`src/rtl/pmc_pkg.sv`:
```
package pmc_pkg;
  typedef enum logic [2:0] {
    M_RUN       = 3'd0,
    M_SLEEP     = 3'd1,
    M_STOP      = 3'd2,
    M_STOP_WAKE = 3'd3,
    M_STANDBY   = 3'd4,
    M_SB_RST    = 3'd5
  } pmc_mode_e;

  localparam int unsigned CTL_LP      = 0;
  localparam int unsigned CTL_PDDS    = 1;
  localparam int unsigned CTL_DET_EN  = 4;
  localparam int unsigned CTL_LVL_LSB = 5;
  localparam int unsigned CTL_BKP     = 8;
  localparam int unsigned STS_WU      = 0;
  localparam int unsigned STS_SB      = 1;
  localparam int unsigned STS_DET     = 2;
  localparam int unsigned STS_PIN_LSB = 8;
  localparam int unsigned CLR_OFS     = 2;
endpackage

```
`src/rtl/pmc_wake.sv`:
```
module pmc_wake #(
  parameter int unsigned NUM_PINS = 3
) (
  input  logic                clk_i,
  input  logic                rst_ni,
  input  logic [NUM_PINS-1:0] pin_i,
  input  logic [NUM_PINS-1:0] pin_en_i,
  input  logic                alarm_i,
  input  logic                tamper_i,
  input  logic                tstamp_i,
  input  logic                ext_rst_i,
  input  logic                wdg_rst_i,
  output logic                flag_evt_o,
  output logic                sb_wake_o
);
  logic [NUM_PINS-1:0] pin_q;
  logic [NUM_PINS-1:0] pin_rise;

  always_ff @(posedge clk_i or negedge rst_ni) begin
    if (!rst_ni) pin_q <= '0;
    else         pin_q <= pin_i;
  end

  for (genvar g = 0; g < NUM_PINS; g++) begin : g_pin
    assign pin_rise[g] = pin_i[g] & ~pin_q[g] & pin_en_i[g];
  end

  assign flag_evt_o = (|pin_rise) | alarm_i | tamper_i | tstamp_i;
  assign sb_wake_o  = flag_evt_o | ext_rst_i | wdg_rst_i;
endmodule

```
`src/rtl/pmc_regs.sv`:
```
module pmc_regs
  import pmc_pkg::*;
#(
  parameter int unsigned NUM_PINS = 3,
  parameter int unsigned DATA_W   = 11
) (
  input  logic                clk_i,
  input  logic                rst_ni,
  input  logic                core_rst_i,
  input  logic                wr_en_i,
  input  logic                addr_i,
  input  logic [DATA_W-1:0]   wdata_i,
  output logic [DATA_W-1:0]   rdata_o,
  input  logic                wuf_set_i,
  input  logic                sbf_set_i,
  input  logic                det_raw_i,
  input  logic                det_off_i,
  input  logic                bkp_wr_req_i,
  output logic                lp_o,
  output logic                pdds_o,
  output logic                det_en_o,
  output logic [2:0]          det_lvl_o,
  output logic                bkp_wr_en_o,
  output logic [NUM_PINS-1:0] pin_en_o,
  output logic                sbf_o,
  output logic                det_out_o,
  output logic                det_evt_o
);
  logic lp_q, pdds_q, pvde_q, dbp_q, wuf_q, sbf_q, det_q, evt_q;
  logic [2:0] lvl_q;
  logic [NUM_PINS-1:0] pen_q;
  logic wr_ctl, wr_sts, det_next;

  assign wr_ctl = wr_en_i & ~addr_i;
  assign wr_sts = wr_en_i & addr_i;

  // core-domain control bits, cleared by the standby-exit reset
  always_ff @(posedge clk_i or negedge rst_ni) begin
    if (!rst_ni) begin
      {lp_q, pdds_q, pvde_q, dbp_q} <= '0;
      lvl_q <= '0;
    end else if (core_rst_i) begin
      {lp_q, pdds_q, pvde_q, dbp_q} <= '0;
      lvl_q <= '0;
    end else if (wr_ctl) begin
      lp_q   <= wdata_i[CTL_LP];
      pdds_q <= wdata_i[CTL_PDDS];
      pvde_q <= wdata_i[CTL_DET_EN];
      lvl_q  <= wdata_i[CTL_LVL_LSB +: 3];
      dbp_q  <= wdata_i[CTL_BKP];
    end
  end

  // standby-circuitry state survives the exit reset
  always_ff @(posedge clk_i or negedge rst_ni) begin
    if (!rst_ni) begin
      pen_q <= '0;
      wuf_q <= 1'b0;
      sbf_q <= 1'b0;
    end else begin
      if (wr_sts) pen_q <= wdata_i[STS_PIN_LSB +: NUM_PINS];
      if (wuf_set_i)                                 wuf_q <= 1'b1;
      else if (wr_ctl && wdata_i[STS_WU + CLR_OFS])  wuf_q <= 1'b0;
      if (sbf_set_i)                                 sbf_q <= 1'b1;
      else if (wr_ctl && wdata_i[STS_SB + CLR_OFS])  sbf_q <= 1'b0;
    end
  end

  assign det_en_o = pvde_q & ~det_off_i;
  assign det_next = det_en_o & det_raw_i;

  always_ff @(posedge clk_i or negedge rst_ni) begin
    if (!rst_ni) begin
      det_q <= 1'b0;
      evt_q <= 1'b0;
    end else begin
      det_q <= det_next;
      evt_q <= det_next ^ det_q;
    end
  end

  always_comb begin
    rdata_o = '0;
    if (!addr_i) begin
      rdata_o[CTL_LP]             = lp_q;
      rdata_o[CTL_PDDS]           = pdds_q;
      rdata_o[CTL_DET_EN]         = pvde_q;
      rdata_o[CTL_LVL_LSB +: 3]   = lvl_q;
      rdata_o[CTL_BKP]            = dbp_q;
    end else begin
      rdata_o[STS_WU]                   = wuf_q;
      rdata_o[STS_SB]                   = sbf_q;
      rdata_o[STS_DET]                  = det_q;
      rdata_o[STS_PIN_LSB +: NUM_PINS]  = pen_q;
    end
  end

  assign lp_o        = lp_q;
  assign pdds_o      = pdds_q;
  assign det_lvl_o   = lvl_q;
  assign bkp_wr_en_o = bkp_wr_req_i & dbp_q;
  assign pin_en_o    = pen_q;
  assign sbf_o       = sbf_q;
  assign det_out_o   = det_q;
  assign det_evt_o   = evt_q;
endmodule

```
`src/rtl/pmc_fsm.sv`:
```
module pmc_fsm
  import pmc_pkg::*;
#(
  parameter int unsigned ON_WAIT    = 2,
  parameter int unsigned LP_WAIT    = 6,
  parameter int unsigned RST_CYCLES = 4
) (
  input  logic       clk_i,
  input  logic       rst_ni,
  input  logic       sleep_req_i,
  input  logic       sleep_wfe_i,
  input  logic       deep_i,
  input  logic       pdds_i,
  input  logic       lp_i,
  input  logic       irq_i,
  input  logic       evt_i,
  input  logic       sb_wake_i,
  output logic [2:0] mode_o,
  output logic       core_clk_en_o,
  output logic       periph_clk_en_o,
  output logic       reg_lp_o,
  output logic       core_pwr_off_o,
  output logic       core_rst_o,
  output logic       hsi_force_o,
  output logic       sbf_set_o
);
  localparam int unsigned MAX_W = (LP_WAIT > ON_WAIT) ?
    ((LP_WAIT > RST_CYCLES) ? LP_WAIT : RST_CYCLES) :
    ((ON_WAIT > RST_CYCLES) ? ON_WAIT : RST_CYCLES);
  localparam int unsigned CW = $clog2(MAX_W + 1);

  pmc_mode_e st_q, st_d;
  logic wfe_q, wfe_d, lp_q, lp_d, hsi_q, hsi_d;
  logic [CW-1:0] cnt_q, cnt_d;
  logic entry_pend, exit_hit;

  assign entry_pend = sleep_wfe_i ? evt_i : irq_i;
  assign exit_hit   = wfe_q ? evt_i : irq_i;

  always_comb begin
    st_d      = st_q;
    wfe_d     = wfe_q;
    lp_d      = lp_q;
    cnt_d     = cnt_q;
    hsi_d     = 1'b0;
    sbf_set_o = 1'b0;
    unique case (st_q)
      M_RUN: if (sleep_req_i) begin
        if (!deep_i || !pdds_i) begin
          if (!entry_pend) begin
            st_d  = deep_i ? M_STOP : M_SLEEP;
            wfe_d = sleep_wfe_i;
            lp_d  = lp_i;
          end
        end else if (!sb_wake_i) begin
          st_d = M_STANDBY;
        end
      end
      M_SLEEP: if (exit_hit) st_d = M_RUN;
      M_STOP: if (exit_hit) begin
        st_d  = M_STOP_WAKE;
        cnt_d = lp_q ? CW'(LP_WAIT - 1) : CW'(ON_WAIT - 1);
      end
      M_STOP_WAKE: begin
        if (cnt_q == '0) begin
          st_d  = M_RUN;
          hsi_d = 1'b1;
        end else cnt_d = cnt_q - 1'b1;
      end
      M_STANDBY: if (sb_wake_i) begin
        st_d      = M_SB_RST;
        cnt_d     = CW'(RST_CYCLES - 1);
        sbf_set_o = 1'b1;
      end
      M_SB_RST: begin
        if (cnt_q == '0) st_d = M_RUN;
        else             cnt_d = cnt_q - 1'b1;
      end
      default: st_d = M_RUN;
    endcase
  end

  always_ff @(posedge clk_i or negedge rst_ni) begin
    if (!rst_ni) begin
      st_q  <= M_RUN;
      wfe_q <= 1'b0;
      lp_q  <= 1'b0;
      hsi_q <= 1'b0;
      cnt_q <= '0;
    end else begin
      st_q  <= st_d;
      wfe_q <= wfe_d;
      lp_q  <= lp_d;
      hsi_q <= hsi_d;
      cnt_q <= cnt_d;
    end
  end

  assign mode_o          = st_q;
  assign core_clk_en_o   = (st_q == M_RUN) || (st_q == M_SB_RST);
  assign periph_clk_en_o = core_clk_en_o || (st_q == M_SLEEP);
  assign reg_lp_o        = (st_q == M_STOP) && lp_q;
  assign core_pwr_off_o  = (st_q == M_STANDBY);
  assign core_rst_o      = (st_q == M_SB_RST);
  assign hsi_force_o     = hsi_q;
endmodule

```
`src/rtl/pwr_mode_ctrl.sv`:
```
module pwr_mode_ctrl
  import pmc_pkg::*;
#(
  parameter int unsigned NUM_PINS   = 3,
  parameter int unsigned ON_WAIT    = 2,
  parameter int unsigned LP_WAIT    = 6,
  parameter int unsigned RST_CYCLES = 4,
  localparam int unsigned DATA_W    = STS_PIN_LSB + NUM_PINS
) (
  input  logic                clk_i,
  input  logic                rst_ni,
  input  logic                reg_we_i,
  input  logic                reg_addr_i,
  input  logic [DATA_W-1:0]   reg_wdata_i,
  output logic [DATA_W-1:0]   reg_rdata_o,
  input  logic                sleep_req_i,
  input  logic                sleep_wfe_i,
  input  logic                deep_i,
  input  logic                irq_i,
  input  logic                evt_i,
  input  logic [NUM_PINS-1:0] wkup_pin_i,
  input  logic                alarm_i,
  input  logic                tamper_i,
  input  logic                tstamp_i,
  input  logic                ext_rst_i,
  input  logic                wdg_rst_i,
  input  logic                det_raw_i,
  input  logic                bkp_wr_req_i,
  output logic [2:0]          mode_o,
  output logic                core_clk_en_o,
  output logic                periph_clk_en_o,
  output logic                reg_lp_o,
  output logic                core_pwr_off_o,
  output logic                core_rst_o,
  output logic                hsi_force_o,
  output logic                det_en_o,
  output logic [2:0]          det_level_o,
  output logic                det_out_o,
  output logic                det_evt_o,
  output logic                bkp_wr_en_o
);
  logic flag_evt, sb_wake, sbf_set, sb_flag, lp, pdds, wr_run;
  logic [NUM_PINS-1:0] pin_en;

  assign wr_run = reg_we_i & (mode_o == M_RUN);

  pmc_wake #(.NUM_PINS(NUM_PINS)) u_wake (
    .clk_i(clk_i), .rst_ni(rst_ni), .pin_i(wkup_pin_i), .pin_en_i(pin_en),
    .alarm_i(alarm_i), .tamper_i(tamper_i), .tstamp_i(tstamp_i),
    .ext_rst_i(ext_rst_i), .wdg_rst_i(wdg_rst_i),
    .flag_evt_o(flag_evt), .sb_wake_o(sb_wake)
  );

  pmc_regs #(.NUM_PINS(NUM_PINS), .DATA_W(DATA_W)) u_regs (
    .clk_i(clk_i), .rst_ni(rst_ni), .core_rst_i(core_rst_o),
    .wr_en_i(wr_run), .addr_i(reg_addr_i), .wdata_i(reg_wdata_i),
    .rdata_o(reg_rdata_o), .wuf_set_i(flag_evt), .sbf_set_i(sbf_set),
    .det_raw_i(det_raw_i), .det_off_i(core_pwr_off_o),
    .bkp_wr_req_i(bkp_wr_req_i), .lp_o(lp), .pdds_o(pdds),
    .det_en_o(det_en_o), .det_lvl_o(det_level_o), .bkp_wr_en_o(bkp_wr_en_o),
    .pin_en_o(pin_en), .sbf_o(sb_flag), .det_out_o(det_out_o),
    .det_evt_o(det_evt_o)
  );

  pmc_fsm #(.ON_WAIT(ON_WAIT), .LP_WAIT(LP_WAIT), .RST_CYCLES(RST_CYCLES)) u_fsm (
    .clk_i(clk_i), .rst_ni(rst_ni), .sleep_req_i(sleep_req_i),
    .sleep_wfe_i(sleep_wfe_i), .deep_i(deep_i), .pdds_i(pdds), .lp_i(lp),
    .irq_i(irq_i), .evt_i(evt_i), .sb_wake_i(sb_wake), .mode_o(mode_o),
    .core_clk_en_o(core_clk_en_o), .periph_clk_en_o(periph_clk_en_o),
    .reg_lp_o(reg_lp_o), .core_pwr_off_o(core_pwr_off_o),
    .core_rst_o(core_rst_o), .hsi_force_o(hsi_force_o), .sbf_set_o(sbf_set)
  );
endmodule

```
`config.mk`:
```
export PLATFORM = sky130hd
export DESIGN_NAME = pwr_mode_ctrl
export DESIGN_NICKNAME = d
export VERILOG_FILES = /design/src/rtl/pmc_pkg.sv /design/src/rtl/pmc_wake.sv /design/src/rtl/pmc_regs.sv /design/src/rtl/pmc_fsm.sv /design/src/rtl/pwr_mode_ctrl.sv
export SDC_FILE = /design/constraint.sdc
export NUM_CORES = 1
export LEC_CHECK = 0
export BUFFER_PORTS_ARGS = -buffer_cell sky130_fd_sc_hd__buf_4
export CORE_UTILIZATION = 40
export DETAILED_ROUTE_END_ITERATION = 10
export PLACE_DENSITY = 0.74
export SYNTH_ARGS = -nofsm -noshare
export SYNTH_HDL_FRONTEND = slang
export SYNTH_SLANG_ARGS = --single-unit
export TNS_END_PERCENT = 100
```
`constraint.sdc`:
```
create_clock -name clk_i -period 1.6 [get_ports clk_i]
set_clock_uncertainty 0.1 [all_clocks]
set_input_delay 0.48 -clock clk_i [delete_from_list [all_inputs] [get_ports clk_i]]
set_output_delay 0.48 -clock clk_i [all_outputs]
set_load 0.01 [all_outputs]
```
Word-level counts from Yosys, hierarchy flattened --
Cells that the tools add are included.
Cells by class: $add $sub $neg 1, equality and inequality tests 13, multiplexer cells 40, bitwise logic cells 24, reduce and logical (&&, ||, !) cells 19
Operators by type and width (number):
- two-way mux 3 bit | 14
- two-way mux 1 bit | 20
- case mux 3 bit (5 select lines) | 1
- AND 1 bit | 12
- case mux 3 bit (3 select lines) | 1
- != test 2 x 1 -> 1 bit (second input constant) | 4
- AND reduction 4 bit | 2
- AND reduction 7 bit | 1
- == test 3 x 2 -> 1 bit (second input constant) | 2
- == test 3 bit (second input constant) | 2
- zero test 3 bit | 2
- two-way mux 2 bit | 3
- != test 3 bit (second input constant) | 2
- NOT 1 bit | 6
- nonzero test 2 bit | 3
- bitwise OR 1 bit | 5
- two-way mux 4 bit | 1
- != test 2 bit (second input constant) | 2
- == test 3 x 1 -> 1 bit (second input constant) | 1
- logical AND 1 bit | 3
- logical OR 1 bit | 3
- nonzero test 3 bit | 1
- OR reduction 3 bit | 1
- subtractor 3 x 1 -> 3 bit (second input constant) | 1
- 3 further kinds | 4
Storage, ports and cells: bits in registers 26, input bits 30, output and inout port bits 27

Logic depth before layout (Yosys ltp) --
Gate-level depths: netlist of the first run.
depth after elaboration 13, gate-level depth with buffers 8

Cells and area by module --
From an unflattened synthesis of the first run, not the netlist that was laid out.
Unflattened totals: cell total of the unflattened synthesis 155, area, all modules 1486.4 µm²
Modules (own cells, without submodules):
- pmc_fsm | times used 1, cells an instance 80, area each 688.2 µm²
- pmc_regs | times used 1, cells an instance 63, area each 658.1 µm²
- pmc_wake | times used 1, cells an instance 11, area each 125.1 µm²
- pwr_mode_ctrl | times used 1, cells an instance 1, area each 15.0 µm²

Least setup slack after synthesis of the first run --
Ideal clock, no wire load.
kind register to output, from reg u_fsm.st_q[1] (netlist: u_fsm.mode_o[1]), to out core_rst_o, arrival 1.167 ns, required time 1.020 ns, path slack -0.147 ns, stages on the path, launching flop included 5, path through dfrtp_1 nand2b_1 or2_1 buf_2 inv_1
Between the ends: longest elaborated chain between the ends 1
RTL lines:
- from (decl) | line pmc_fsm.sv:32 | pmc_mode_e st_q, st_d;
- from (signal assigned) | line pmc_fsm.sv:91 | st_q <= st_d;
- == test 3 bit | line pmc_fsm.sv:104 | assign core_rst_o = (st_q == M_SB_RST);
- to (decl) | line pwr_mode_ctrl.sv:34 | output logic core_rst_o,
Every way passes these cells.

Worst setup path after layout of the first run --
from reg u_fsm.st_q[0] (netlist: u_fsm.mode_o[0]), to out det_en_o
Between the ends: longest elaborated chain between the ends 3
RTL lines:
- == test 3 bit | line pmc_fsm.sv:103 | assign core_pwr_off_o = (st_q == M_STANDBY);
- NOT 1 bit | line pmc_regs.sv:69 | assign det_en_o = pvde_q & ~det_off_i;
- AND 1 bit | line pmc_regs.sv:69
- to (decl) | line pwr_mode_ctrl.sv:36 | output logic det_en_o,
Every way passes these cells.

==> flow_summary.toml, run 1 <==
[synth]
syn-num-nets = 188
yosys_most_used_dff = "dfrtp_1"
async_reset_ff_share_pct = 100
ys_seq_area_share_pct = 44.3
syn_area_mm2 = 0.00147
synth_edf_count = 0
synth_top_area_share_pct = 44.3
avgSynthCellArea_um2 = 9.41
synthDistinctLibCells = 46
yosysWarningCount = 0
synthTopCellsByCount = "dfrtp_1 (26), nand2_1 (25), a21oi_1 (10)"
synth_most_common_cell = "dfrtp_1"
ys_ff_latch = 26
yosys.area.top_type = "dfrtp_1"
synth_area_leaders = "dfrtp_1 (44%), nand2_1 (6.4%), mux2_2 (5.4%)"
postSynthCellCount = 156

[power]
p_comb_share_pct = 64.5
seqPwrFrac_pct = 27.6
power.density_mw_per_mm2 = 1440
finalPower_mw = 3.94
swShare_pct = 37.3
p_leak_nw = 1.36
power.internal_mw = 2.47
switchingPower_mw = 1.47
ir_worst_vdd_mv = 0.836
power_frac_clock_pct = 7.9

[min_path]
hold_class = "primary input to register"
holdCritStartpoint = "wkup_pin_i[1]"

[layout]
n_antenna_cell = 0
layout-drive-gt1-share_pct = 65.2
register_area_um2 = 654
synthToLayoutAreaGrowth_pct = 87.2
nets = 300
nFillCells = 183
finalCoreUtilization_pct = 80.4
fin_cells = 313
final_area_mm2 = 0.00275
multi_input_area_um2 = 971

[sta]
period_minus_slack_ps = 1950
finalSetupViolCount = 34
fmax_mhz = 512
rsz0062_at_grt = "true"
worst_slack_ps = -353
period_share_pct = 122
holdWs_ps = 152
final_hold_viol_count = 0
tns_ps = -5090
drv_slew = 0

[global_route]
antenna_found_initial = 0
track_usage_pct = 21.0
grt_max_degree = 27
grt_pass1_wl_um = 6640
grt-ovfl-total = 0
grt_pass1_vias = 1506

[critical_path]
path_max_fanout = 4
cp.required_ps = 1020
cp-end-kind = "output port"
cp-start-kind = "register"
cp-startpoint = "u_fsm.mode_o[0]"
rr_startpoint = "u_fsm.mode_o[2]"
critPathArrivalTime_ps = 1370
crit_type = "register to output port"
r2r_slack_ps = -200

[placed_design]
place_area_mm2 = 0.00217
gp_congestion = 0.837
dpl.cell_count = 283
dp_hpwl_um = 2690
pre_cts_ws_ps = -118
port_buffers = 55

[run]
maxCapViolCount = 0

[clocking]
cts_inserted_buffers = 3
clk_pin_slew_ps = 160
tritoncts = "built"
root_buffer = "clkbuf_4"
ctsLongestPathBuffers = 2
clock_sinks = 26
cts_max_level = 1
clock_latency_ps = 330

[drt]
ant_nets = 0
wl_per_cell_um = 16.8
wl_um = 5240
drt_iter0_markers = 57
via_count = 1617
routed_via_density = 5.17
drc_errors = 0
first_pass_iters = 4

[outcome]
status = "finished with violations"
violations = "setup timing"

[floorplanning]
core_mm2 = 0.00342
start_util_pct = 43.0
core.rowCount = 21
die_area_mm2 = 0.00392
die_y_um = 62.6
die_x_um = 62.6
io_pins = 57
-- final timing paths --
kind,endpoint,cells after the start
max,det_en_o,3
min,u_wake.pin_q[1],1
max reg2reg,u_regs.wuf_q,7
min reg2reg,u_regs.sbf_o,1
max in group asynchronous,u_fsm.mode_o[0],2
min in group asynchronous,u_fsm.wfe_q,2
-- logic make-up (layout without fill, tap and decap cells) --
logic type | Yosys count | in the layout | synth area share [%]
and+or+nand+nor | 65 | 65 | 24.6
AOI/OAI and AO/OA | 36 | 36 | 15.7
adders and majority gates | 2 | 2 | 1.70
DFF | 26 | 26 | 44.3
other | 1 | 1 | 0.256
buffers and inverters | 14 | 125 | 4.69
muxes | 10 | 10 | 7.50
xor gates and xnor gates | 2 | 2 | 1.19
-- cells in the final DEF, fill, tap and decap left out, types with 3 or more instances in the layout --
cell,netlist,final
o21ai_2,0,8
nand2_1,25,17
mux2_4,0,3
buf_6,1,31
a21oi_1,10,5
buf_4,1,79
dfrtp_1,26,23
dfrtp_2,0,3
nand2_4,0,4
and2_4,0,4
nor2b_4,0,3
inv_1,7,6
clkbuf_4,0,3
mux2_2,7,4
a21oi_2,0,5
nand2b_4,1,3
nand2_2,1,5
nor2_1,9,9
o21ai_0,8,3
-- final cells by class --
type	instances	share of cell area [%]
timing repair buffer	114	36.8
multi-input combinational	116	35.3
sequential	26	23.8
tap	46	2.09
clock buffer	4	0.956
inverter	7	0.956
-- registers in the layout, indices dropped and copies added, names as in the netlist --
register	cells
u_regs.lp_o	1
u_regs.sbf_o	1
u_regs.dbp_q	1
u_fsm.lp_q	1
u_regs.wuf_q	1
u_regs.det_lvl_o	3
u_fsm.cnt_q	3
u_fsm.hsi_force_o	1
u_regs.det_out_o	1
u_wake.pin_q	3
u_regs.pvde_q	1
u_fsm.mode_o	3
u_fsm.wfe_q	1
u_regs.pdds_o	1
u_regs.det_evt_o	1
u_regs.pin_en_o	3
-- timing repair --
| item | 4_1_cts | 5_1_grt |
|---|---|---|
| cloned | 0 | 1 |
| buffers inserted | 10 | 15 |
| hold buffers | 1 | 0 |
| pin swaps | 9 | 30 |
| endpoints found under the setup margin | 30 | 39 |
| resized for setup | 28 | 65 |
| endpoints found under the hold margin | 26 | 0 |
-- critical path: stages (launching register included) --
cell	delay, ps
dfrtp_2	490
nor3b_4	300
nor2b_1	110
buf_4	150
-- per-layer routing --
layer / share of wire, % / up-vias / global-route usage, % / wire length [um]
met2: 53 / 59 / 35.1 / 2790
met5: 0 / - / 0 / 0
met1: 40 / 788 / 28.2 / 2090
met4: 2.3 / 0 / 6.98 / 122
met3: 4.6 / 12 / 2.55 / 240
li1: - / 758 / - / -
-- power groups by stage --
stage,Sequential [mW],Combinational (mW),Clock [mW]
floorplan,1.09,0.874,0
global placement,1.08,1.69,0
detailed placement,1.08,1.71,0
CTS,1.06,1.97,0.295
global route,1.11,2.71,0.335
finish,1.09,2.54,0.312
Power figures use the tool's default switching activity.
==> run 2: changes to the inputs <==
PLACE_DENSITY = 0.72   (was 0.74)
REMOVE_ABC_BUFFERS = 1   (was unset)
clock period = 2.4 ns   (was 1.6 ns; I/O delays follow)
==> flow_summary.toml, run 2 (synthesis gave the netlist of run 1 again) <==
[layout]
final_area_mm2 = 0.00199
layout-drive-gt1-share_pct = 37.9
final_cell_mix = "buf_4 (61), nand2_1 (25), dfrtp_1 (25), a21oi_1 (10), nor2_1 (9)"
nets = 247
layout_commonest_cell = "buf_4"
n_antenna_cell = 0
synthToLayoutAreaGrowth_pct = 35.9
nFillCells = 313

[clocking]
cts_inserted_buffers = 3
clk_pin_slew_ps = 150
clock_sinks = 26
clock_latency_ps = 320
ctsLongestPathBuffers = 2
cts_setup_buffers = 0
root_buffer = "clkbuf_4"
tritoncts = "built"
cts_max_level = 1

[drt]
wl_um = 3420
wl_per_cell_um = 13.2
routed_via_density = 5.12
drt_iter0_markers = 67
first_pass_iters = 4
ant_nets = 0
via_count = 1332
drc_errors = 0

[floorplanning]
io_pins = 57
core.rowCount = 21
start_util_pct = 43.0
die_x_um = 62.6
core_mm2 = 0.00342
die_area_mm2 = 0.00392
die_y_um = 62.6

[run]
maxCapViolCount = 0

[sta]
period_share_pct = 95.4
rsz0062_at_grt = "false"
tns_ps = 0
worst_slack_ps = 110
period_minus_slack_ps = 2290
finalSetupViolCount = 0
fmax_mhz = 437
final_hold_viol_count = 0
drv_slew = 0

[critical_path]
path_max_fanout = 8
ff2ff_path_depth = 8
reg2reg_to = "u_fsm.mode_o[2]"
endpoint = "core_rst_o"
crit_chain = "nand2b_1, or2_1, inv_1, buf_4"
cp-start-kind = "register"
cp-startpoint = "u_fsm.mode_o[2]"
crit_type = "register to output port"
cp.required_ps = 1580
r2r_slack_ps = 500
cp_slowest_stage_delay_ps = 470
rr_startpoint = "u_fsm.cnt_q[0]"
cp-end-kind = "output port"
critPathArrivalTime_ps = 1470
cp_slowest_cell = "dfrtp_1"

[global_route]
antenna_found_initial = 0
grt_pass1_wl_um = 5720
grt-ovfl-total = 0
track_usage_pct = 18.0
grt_max_degree = 27
grt_pass1_vias = 1350

[placed_design]
dp_hpwl_um = 2630
port_buffers = 55
gp_congestion = 0.831
pre_cts_ws_ps = 182
place_area_mm2 = 0.00194

[power]
finalPower_mw = 1.98
power.density_mw_per_mm2 = 995
p_leak_nw = 0.960
ir_worst_vdd_mv = 0.477

[outcome]
status = "finished, final reports clean"

[min_path]
hold_class = "primary input to async pin"
## run 2: what timing repair did
item	CTS	global route
setup endpoints to repair	1	0
hold buffers	0	0
resized for setup	1	0
## run 2: critical path, delay by kind of cell (launching register included)
family | cells | cell delay, ps
AND/OR/NAND/NOR | 2 | 470
flip-flops | 1 | 470
buffers and inverters | 2 | 220
## run 2: stage by stage
stage / hold WS [ps] / utilization (%) / std cells
final: 177 / 58.4 / 260
after CTS: 186 / 58.4 / 260
after detailed placement: 385 / 56.8 / 256
after global routing: 187 / 58.4 / 260
after floorplan: 324 / - / 149
after global placement: 377 / 56.8 / 256
## run 2: power by group
| part | internal, mW | switching (mW) | leakage, nW |
|---|---|---|---|
| clock network | 0.169 | 0.133 | 0.0279 |
| logic | 0.495 | 0.472 | 0.619 |
| registers | 0.594 | 0.121 | 0.313 |
| total | 1.26 | 0.726 | 0.960 |
## run 2: worst min-delay path by stage
stage / endpoint / slack, ps / cells past startpoint
6_report: u_fsm.mode_o[1] / 180 / 1
5_1_grt: u_fsm.mode_o[1] / 190 / 1
4_1_cts: u_fsm.mode_o[1] / 190 / 1
3_5_place_dp: u_regs.sbf_o / 380 / 1
3_3_place_gp: u_regs.det_evt_o / 380 / 1
2_1_floorplan: u_fsm.cnt_q[0] / 320 / 0
## run 2: metal layers
metal | routed length, um | vias up | track usage, %
li1 | - | 650 | -
met1 | 1540 | 623 | 22.4
met2 | 1650 | 53 | 32.2
met3 | 191 | 6 | 2.37
met4 | 35 | 0 | 4.94
met5 | 0 | - | 0
## run 2: final cells by class
cell class / instances / area [um^2] / area share [%]
clock buffer: 3 / 22.5 / 1.13
tap: 46 / 57.6 / 2.89
timing repair buffer: 61 / 458 / 23.0
sequential: 26 / 652 / 32.7
inverter: 7 / 26.3 / 1.32
clock inverter: 1 / 30.0 / 1.51
multi-input combinational: 116 / 748 / 37.5
==> run 3: changes to the inputs <==
--- a/constraint.sdc
+++ b/constraint.sdc
@@ -3,3 +3,3 @@
 set_input_delay 0.72 -clock clk_i [delete_from_list [all_inputs] [get_ports clk_i]]
 set_output_delay 0.72 -clock clk_i [all_outputs]
-set_load 0.01 [all_outputs]
+set_load 0.05 [all_outputs]
==> flow_summary.toml, run 3 (synthesis gave the netlist of run 1 again) <==
[sta]
fmax_mhz = 428
tns_ps = 0
worst_slack_ps = 61.3
drv_slew = 0
period_share_pct = 97.4
finalSetupViolCount = 0
tightest_slew_ps = 514
final_hold_viol_count = 0
period_minus_slack_ps = 2340
rsz0062_at_grt = "false"
max_slew_margin_pct = 65.4

[layout]
layout-drive-gt1-share_pct = 40.1
layout_commonest_cell = "buf_4"
n_antenna_cell = 0
nets = 250
finalCoreUtilization_pct = 58.8
final_area_mm2 = 0.00201
final_cell_mix = "buf_4 (63), nand2_1 (25), dfrtp_1 (23), a21oi_1 (10), nor2_1 (9)"
synthToLayoutAreaGrowth_pct = 36.9
nFillCells = 324

[clocking]
root_buffer = "clkbuf_4"
clock_sinks = 26
cts_max_level = 1
clk_pin_slew_ps = 140
clock_latency_ps = 320
postCtsHoldBufs = 0
ctsLongestPathBuffers = 2
tritoncts = "built"
cts_inserted_buffers = 3

[drt]
wl_met2_um = 1800
met3_length_um = 230
wl_um = 3620
wl_per_cell_um = 13.8
first_pass_iters = 4
drt_iter0_markers = 36
drc_errors = 0
routed_via_density = 5.17
ant_nets = 0
via_count = 1360
wl_met1_um = 1500
highest_layer = "met4"

[critical_path]
cp_slowest_cell = "dfrtp_2"
cp-start-kind = "register"
crit_type = "register to output port"
cp_slowest_stage_delay_ps = 480
cp.required_ps = 1580
critPathArrivalTime_ps = 1520
crit_top_cell = "buf_4"
crit_chain = "buf_4, nor3b_1, buf_4"
path_max_fanout = 11
cp-end-kind = "output port"

[power]
power.density_mw_per_mm2 = 1180
p_leak_nw = 0.966
ir_worst_vdd_mv = 0.791
finalPower_mw = 2.38

[global_route]
antenna_found_initial = 0
grt_pass1_wl_um = 6200
grt-ovfl-total = 0
grt_max_degree = 27
track_usage_pct = 19.9
grt_pass1_vias = 1384

[floorplanning]
start_util_pct = 43.0
die_y_um = 62.6
die_area_mm2 = 0.00392
io_pins = 57
die_x_um = 62.6
core_mm2 = 0.00342
core.rowCount = 21

[placed_design]
pre_cts_ws_ps = 129
gp_congestion = 0.808
port_buffers = 55
dp_hpwl_um = 2720
place_area_mm2 = 0.00193

[outcome]
status = "finished, final reports clean"

[min_path]
hold_class = "primary input to async pin"

[run]
maxCapViolCount = 0
-- run 3: per-layer routing --
layer | GRT usage (%) | up-vias
met5 | 0 | -
met4 | 9.01 | 0
met3 | 3.83 | 10
met2 | 36.1 | 56
met1 | 22.4 | 639
li1 | - | 655
-- run 3: final timing paths --
kind	depth (start not counted)	to	slack [ps]	start
min	1	u_fsm.mode_o[0]	170	rst_ni
max	3	reg_lp_o	60	u_fsm.mode_o[0]
min reg2reg	1	u_regs.det_evt_o	420	u_regs.det_out_o
min in group clk_i	1	u_wake.pin_q[2]	400	wkup_pin_i[2]
max in group asynchronous	1	u_fsm.mode_o[1]	1740	rst_ni
max reg2reg	6	u_fsm.lp_q	490	u_fsm.mode_o[1]
-- run 3: final cells by class --
class                   count  area, um^2  share of cell area [%]
inverters                   7        26.3                    1.31
flip-flops and latches     26         654                    32.6
repair buffers             64         484                    24.1
multi-input cells         116         751                    37.4
well taps                  46        57.6                    2.86
clock buffers               4        36.3                    1.81
-- run 3: report_power, final --
group          internal (mW)  switching (mW)  total [mW]
combinational          0.520           0.922        1.44
sequential             0.596           0.120       0.715
clock                 0.0927           0.129       0.222
total                   1.21            1.17        2.38
-- run 3: worst max-delay path, delay by kind of cell, from the launching register on --
family	cells	cell delay, ps
DFF	1	480
and+or+nand+nor	1	260
buffers and inverters	2	450
-- run 3: what timing repair did --
| item | CTS | global route |
|---|---|---|
| setup buffers | 3 | 1 |
| gates resized for setup | 2 | 3 |
| pin swaps | 0 | 1 |
| setup endpoints to repair | 2 | 2 |
-- run 3: metrics by stage --
step,instances,hold slack (ps)
2_1_floorplan,149,324
3_3_place_gp,255,377
3_5_place_dp,255,381
4_1_cts,262,182
5_1_grt,263,180
6_report,263,174
